### src/rtl/xfer_done_ctrl.sv
module xfer_done_ctrl #(
  parameter int NCH = 15,
  parameter int CW = 8,
  parameter int IW = 4,
  parameter int AW = 5,
  parameter logic [15:0] VEC_BASE = 16'h2040
) (
  input  logic          clk,
  input  logic          rst_n,
  input  logic          reg_we,
  input  logic [AW-1:0] reg_addr,
  input  logic [15:0]   reg_wdata,
  output logic [15:0]   reg_rdata,
  input  logic [NCH-1:0] xfer_done,
  input  logic          ack,
  input  logic [IW-1:0] ack_idx,
  output logic          req_valid,
  output logic [IW-1:0] req_idx,
  output logic [15:0]   req_vec
);
  localparam int SEL_A = 0;
  localparam int PEND_A = 1;
  localparam int CNT_A = 16;

  logic [NCH-1:0] sel, pend, live, hit, ack_mask;
  logic [CW-1:0]  cnt [NCH];

  wire sel_wr = reg_we && (reg_addr == AW'(SEL_A));

  for (genvar i = 0; i < NCH; i++) begin : g_ch
    assign live[i]     = xfer_done[i] & sel[i] & (cnt[i] != '0);
    assign hit[i]      = live[i] & (cnt[i] == CW'(1));
    assign ack_mask[i] = ack & (ack_idx == IW'(i));

    always_ff @(posedge clk) begin
      if (!rst_n)
        cnt[i] <= '0;
      else if (live[i])
        cnt[i] <= cnt[i] - CW'(1);
      else if (reg_we && reg_addr == AW'(CNT_A + i))
        cnt[i] <= reg_wdata[CW-1:0];
    end
  end

  always_ff @(posedge clk) begin
    if (!rst_n) begin
      sel  <= '0;
      pend <= '0;
    end else begin
      sel  <= (sel_wr ? reg_wdata[NCH-1:0] : sel) & ~hit;
      pend <= (pend & ~ack_mask) | hit;
    end
  end

  always_comb begin
    reg_rdata = '0;
    if (reg_addr == AW'(SEL_A))  reg_rdata = 16'(sel);
    if (reg_addr == AW'(PEND_A)) reg_rdata = 16'(pend);
    for (int i = 0; i < NCH; i++)
      if (reg_addr == AW'(CNT_A + i)) reg_rdata = 16'(cnt[i]);
  end

  always_comb begin
    req_idx = '0;
    for (int i = 0; i < NCH; i++)
      if (pend[i]) req_idx = IW'(i);
  end

  assign req_valid = |pend;
  assign req_vec   = VEC_BASE + (16'(req_idx) << 1);
endmodule

### config.mk
export PLATFORM = sky130hd
export DESIGN_NAME = xfer_done_ctrl
export DESIGN_NICKNAME = d
export VERILOG_FILES = /design/src/rtl/xfer_done_ctrl.sv
export SDC_FILE = /design/constraint.sdc
export NUM_CORES = 1
export LEC_CHECK = 0
export ABC_AREA = 1
export BUFFER_PORTS_ARGS = -buffer_cell sky130_fd_sc_hd__buf_2
export CAP_MARGIN = 20
export CELL_PAD_IN_SITES_DETAIL_PLACEMENT = 0
export CELL_PAD_IN_SITES_GLOBAL_PLACEMENT = 1
export CORE_MARGIN = 4
export CORE_UTILIZATION = 30
export CTS_BUF_LIST = sky130_fd_sc_hd__clkbuf_8
export DETAILED_ROUTE_END_ITERATION = 8
export PLACE_DENSITY_LB_ADDON = 0.05
export SLEW_MARGIN = 20
export SYNTH_ARGS = -nofsm -noshare
export SYNTH_HDL_FRONTEND = slang
export SYNTH_SLANG_ARGS = --single-unit
### constraint.sdc
create_clock -name clk -period 2.2 [get_ports clk]
set_clock_uncertainty 0.1 [all_clocks]
set_input_delay 0.33 -clock clk [delete_from_list [all_inputs] [get_ports clk]]
set_output_delay 0.33 -clock clk [all_outputs]
set_load 0.01 [all_outputs]
* After elaboration in Yosys (flattened, before gate mapping) *
Memories as Yosys holds them, arrays and structs flattened.
Index checks and enable logic that the tools add are counted.
W data, S select, Z words.

storage, ports and cells
  memories = 1
  output and inout bits = 37
  word-level logic and storage cells = 361
  memory bits (writable) = 120
  register bits = 30

operators by class
  bitwise logic cells = 95
  reductions and logical operators = 34
  $add $sub $neg = 16
  equal/unequal tests = 45
  multiplexer cells = 168

memories
  memory  words  bits a word  rd ports  clocked after Yosys merged registers in  wr ports  line  text
  cnt     15     8            15        0                                        15        26    logic [CW-1:0] cnt [NCH];

operator list
  operator                 count
  $mux W16                 16
  $mux W8                  30
  $eq A8 B1 Y1 const B     15
  $reduce_bool A8 Y1       15
  $sub A8 B1 Y8 const B    15
  $mux W1                  107
  $eq A5 B5 Y1 const B     15
  $and A1 B1 Y1            60
  $mux W4                  13
  $and A15 B15 Y15         2
  $mux W15                 2
  $not A15 Y15             2
  $or A1 B1 Y1             30
  $eq A4 B4 Y1 const B     7
  $eq A4 B3 Y1 const B     4
  $logic_and A1 B1 Y1      16
  $add A14 B5 Y15 const A  1
  $or A15 B15 Y15          1
  $reduce_or A15 Y1        1
  $eq A4 B2 Y1 const B     2
  $eq A5 B1 Y1 const B     1
  $logic_not A5 Y1         1
  $eq A4 B1 Y1 const B     1
  $logic_not A4 Y1         1

* Longest topological paths before layout *
  depth after elaboration = 18
  mapped depth = 14

* Worst setup path after synthesis *
No wires, ideal clock.

  kind = register -> register
  start point = memory cnt[3][5], in the netlist cnt[0][29]
  end point = memory cnt[3][0], in the netlist cnt[0][24], enable pin
  library setup time = 337 ps
  data required time = 1763 ps
  arrival = 1534 ps
  period minus slack after synthesis = 1971 ps
  stages on the path, launching flop included = 7
  setup slack = 229 ps
  path through = edfxtp_1 or2_2 nor3_1 a31oi_1 inv_1 nand4_2 nand3_1

RTL lines
  what         line
  from (decl)  26

==> impl_summary.log <==
[metrics] run status: finished with violations
[metrics] violated checks: negative setup slack
[metrics] maximum clock frequency: roughly 370 MHz
[metrics] die area: 0.03721 sq mm
[metrics] die boundary height: 192.9 um
[metrics] Worst R2R Start: cnt[0][29]$_DFFE_PP_
[metrics] count of maximum capacitance violations: 0
[metrics] max-slew violations: 0
[metrics] register clock-pin slew on the reported worst setup and hold paths: approximately 0.08 ns
[metrics] hold path depth: 3
[metrics] post-synthesis sequential area ratio: slightly above 40%
[metrics] family with the most delay on the worst path: simple AND/OR/NAND/NOR gates
[metrics] largest net degree at the start of global routing: 20
[metrics] top-level port count: between 80 and 90
[metrics] Num CTS Buffers: 17
[metrics] area used by multi-input combinational logic: between 0.005 and 0.006 sq mm
[metrics] library cell contributing the largest single delay on the critical path: sky130_fd_sc_hd__edfxtp_1
[metrics] synthesized netlist cell count: about 1300
[metrics] area growth from synthesis to layout: 25.33%
[metrics] initial cell density of the core: a little under a third
[metrics] setup repair after global routing missed its margin: true
[metrics] final weighted congestion in routability-driven placement: about 0.83
[metrics] yosys warns: 0
[metrics] smallest hold slack: ~0.046 ns
[metrics] Sinks on Clock Net: 150
[metrics] sum of overflow across all layers after global routing: 0
[metrics] proportion of total power due to net switching: 27.67%
[metrics] Worst R2R End: cnt[0][24]$_DFFE_PP_
[metrics] number of global-route vias before repair: 9396
[metrics] Routed Antenna Nets: 0
[metrics] port bufs: 66
[metrics] Register-to-Register Setup Slack: approximately 0.12 ns
[metrics] first-pass GRT wire length: 57.93 mm
[metrics] critical path startpoint category: register
[metrics] Die Wd: between 150 and 200 um
[metrics] area used by sequential logic in the layout: approximately 0.0042 sq mm
[metrics] Unique masters post-synth: 39
[metrics] worst vdd rail ir drop: 345.1 uV
[metrics] time the final worst path needs with I/O delays and setup: 2.700 ns
[metrics] number of setup violations in the final report: 10
[metrics] combinational share of power: roughly 14%
[metrics] worst slew slack as a fraction of its limit: 65.26%
[metrics] mean instance size in the synthesized netlist: 8.044 sq um
[metrics] DRT iter0 DRCs: about 640
[metrics] Area contributors post-synth: sky130_fd_sc_hd__edfxtp_1 (35%), sky130_fd_sc_hd__nand2_1 (8.7%), sky130_fd_sc_hd__inv_1 (6.0%)
[metrics] cell taking the most area after synthesis: sky130_fd_sc_hd__edfxtp_1
[metrics] Worst Slack Setup Final: -0.4998 ns
[metrics] total negative slack for setup checks: -3.053 ns
[metrics] Critical Path Max Stage Delay: between 0.4 and 0.5 ns
[metrics] class of the tightest hold or removal check: in -> reg
[metrics] Via density: 5.029
[metrics] required time at the worst-slack endpoint: ~1.8 ns
[metrics] H-tree depth reported by CTS: 4
[metrics] residual DRC count: 0
[metrics] overall routed net length: approximately 40 mm
[metrics] worst-skew pair later-pin latency: slightly below 0.5 ns
[metrics] number of logic stages on the critical path including buffering: 10
[metrics] leading post-synthesis cells by instance count: sky130_fd_sc_hd__nand2_1 (238), sky130_fd_sc_hd__inv_1 (164), sky130_fd_sc_hd__edfxtp_1 (120), sky130_fd_sc_hd__nor2_1 (117), sky130_fd_sc_hd__o22ai_1 (91)
[metrics] maximum clock insertion buffer count: 2
[metrics] Seq pwr share: ~50%
[metrics] r2r worst-path depth: 8
[metrics] Clock Power Share: 35.9%
[metrics] final hold vios: 0
[metrics] n_diodes: 0
[metrics] combined area of all synthesized cells: approximately 0.010 sq mm
[metrics] final-stage net count: 1565
[metrics] Placeable Area: roughly 0.034 sq mm
[metrics] number of buffer and inverter stages on the critical path: 1
[metrics] CTS tree: yes
[metrics] Post-DP HPWL: 28.41 mm
[metrics] cell occurring most often along the worst timing path: sky130_fd_sc_hd__nand4_1
[metrics] Fill cells: around 3500
[metrics] average wire per standard cell: approximately 20 um
[metrics] FP Rows: between 60 and 70
[metrics] most common flop cell mapped by yosys: sky130_fd_sc_hd__edfxtp_1
[metrics] synthesis-stage register bit count: 150
[metrics] P_int: 4.722 mW
[metrics] power dissipated by switching net loads: between 1.5 and 2 mW
[metrics] proportion of netlist area held by the largest area contributor: 35.13%
[metrics] Crit Path Max Fanout: 2
[metrics] CP arrival: 2.27 ns
[metrics] end point of the most critical hold path: sel[13]$_SDFF_PN0_
[metrics] start point of the worst min-delay path: reg_wdata[13]
[metrics] fraction of synthesis flops using an asynchronous set or reset pin: 0%
[metrics] kind of end point of the critical path: primary output
[metrics] GR Util All Layers: about a fifth
[metrics] fraction of layout cells with a size suffix above 1: 22.43%
[metrics] ordered cell list for the critical path: or2_1 > nand2_1 > nand4_1 > nand2_1 > nand3_2 > nand2_2 > nand4_1 > nor2_2 > nand4_1 > buf_2
[metrics] CP Class: reg -> out
[metrics] number of synthesized flops with an enable pin: 120
[metrics] number of antenna violations at the first check in global routing: 0
[metrics] share of the cycle needed by the critical path after routing: 122.7%
[metrics] P_leak: between 5 and 6 nW
[metrics] buffer type at the clock tree root: sky130_fd_sc_hd__clkbuf_8
[metrics] P per Cell Area: between 500 and 600 mW/mm^2
[metrics] transition at the pin with the smallest max-transition slack: 0.5211 ns
[metrics] most used standard cell by instance count after synthesis: sky130_fd_sc_hd__nand2_1
[metrics] Detailed Routing Iterations Pass 1: 5
[metrics] count of vias placed by the detailed router: 9742
registers in the layout (all words and copies together), names as in the netlist:
name and count:
cnt 120, pend 15, sel 15
placed cells by master (no fill, tap or decap), types with 7 or more instances in the layout:
| cell type | instances |
|---|---|
| sky130_fd_sc_hd__buf_2 | 66 |
| sky130_fd_sc_hd__nor3_1 | 25 |
| sky130_fd_sc_hd__o21ai_1 | 9 |
| sky130_fd_sc_hd__nor2_2 | 11 |
| sky130_fd_sc_hd__o21ai_0 | 57 |
| sky130_fd_sc_hd__a31oi_1 | 16 |
| sky130_fd_sc_hd__inv_1 | 160 |
| sky130_fd_sc_hd__xor2_1 | 44 |
| sky130_fd_sc_hd__nand3_1 | 56 |
| sky130_fd_sc_hd__nor2_4 | 19 |
| sky130_fd_sc_hd__ha_1 | 45 |
| sky130_fd_sc_hd__nor4_1 | 7 |
| sky130_fd_sc_hd__dfxtp_1 | 24 |
| sky130_fd_sc_hd__nand4_1 | 50 |
| sky130_fd_sc_hd__o22ai_1 | 91 |
| sky130_fd_sc_hd__nand3_2 | 10 |
| sky130_fd_sc_hd__nand2_1 | 227 |
| sky130_fd_sc_hd__buf_4 | 130 |
| sky130_fd_sc_hd__a21oi_1 | 49 |
| sky130_fd_sc_hd__inv_2 | 14 |
| sky130_fd_sc_hd__clkbuf_8 | 21 |
| sky130_fd_sc_hd__xnor2_1 | 23 |
| sky130_fd_sc_hd__buf_12 | 12 |
| sky130_fd_sc_hd__edfxtp_1 | 120 |
| sky130_fd_sc_hd__nand2_2 | 14 |
| sky130_fd_sc_hd__conb_1 | 13 |
| sky130_fd_sc_hd__nand4_2 | 10 |
| sky130_fd_sc_hd__o32ai_1 | 10 |
| sky130_fd_sc_hd__nor2_1 | 105 |
worst max path at each step:
stage / slack, ns / to / start
2_1_floorplan: 0.23 / cnt[0][24]$_DFFE_PP_ / cnt[0][29]$_DFFE_PP_
5_1_grt: -0.64 / reg_rdata[4] / cnt[0][4]$_DFFE_PP_
6_report: -0.50 / reg_rdata[4] / cnt[0][4]$_DFFE_PP_
3_5_place_dp: -0.43 / reg_rdata[3] / reg_addr[1]
4_1_cts: -0.55 / reg_rdata[4] / cnt[0][4]$_DFFE_PP_
3_3_place_gp: -0.43 / reg_rdata[3] / reg_addr[2]
kinds of logic (layout without fill, tap and decap cells):
group                      count (synthesis)  after routing  share of synthesized area [%]
AOI/OAI and AO/OA                        244            244                          13.83
and+or+nand+nor                          551            551                          25.18
DFF                                      150            150                          40.99
xor gates and xnor gates                  67             67                          5.722
other                                      2             13                        0.07322
buffers and inverters                    216            419                          8.711
adders and majority gates                 45             45                          5.490
tightest hold or removal path, delay by kind of cell:
| family | cells | cell delay [ns] |
|---|---|---|
| AND/OR/NAND/NOR | 1 | 0.09 |
| buffers and inverters | 1 | 0.10 |
| AO/OA/AOI/OAI | 1 | 0.07 |
power by group through the flow:
stage | sequential (mW) | clock, mW | combinational, mW
6_report | 3.24 | 2.35 | 0.942
3_3_place_gp | 3.31 | 0 | 0.906
2_1_floorplan | 3.28 | 0 | 0.490
4_1_cts | 3.24 | 2.43 | 0.932
3_5_place_dp | 3.31 | 0 | 0.900
5_1_grt | 3.26 | 2.55 | 1.03
final cells by class:
type	count	share of cell area (%)
inverters	171	4.994
flip-flops and latches	150	32.77
clock buffers	21	2.249
multi-input cells	920	41.81
well taps	448	4.361
clock inverters	11	1.042
repair buffers	216	12.78
through the flow:
stage          util (%)  power, mW  setup slack [ns]  instance area (sq um)  instances
2_1_floorplan         -      3.765            0.2292                  10300       1286
3_3_place_gp      35.84      4.215           -0.4301                  12050       1883
3_5_place_dp      35.84      4.208           -0.4284                  12050       1883
4_1_cts           37.68      6.604           -0.5507                  12670       1927
5_1_grt           38.24      6.842           -0.6400                  12850       1937
6_report          38.24      6.529           -0.4998                  12850       1937
per-layer routing:
metal / GRT usage [%] / part of all wire (%)
met4: 5.365 / 1.7
met3: 2.768 / 4.0
met2: 30.68 / 42
met1: 32.25 / 52
met5: 0 / 0
timing repair:
action | in CTS | in global routing
gates cloned | 0 | 1
pin swaps | 36 | 39
hold buffers | 6 | 0
setup buffers | 6 | 9
endpoints found under the setup margin | 10 | 32
endpoints found under the hold margin | 6 | 0
gates resized for setup | 39 | 28
Power figures use the tool's default switching activity.
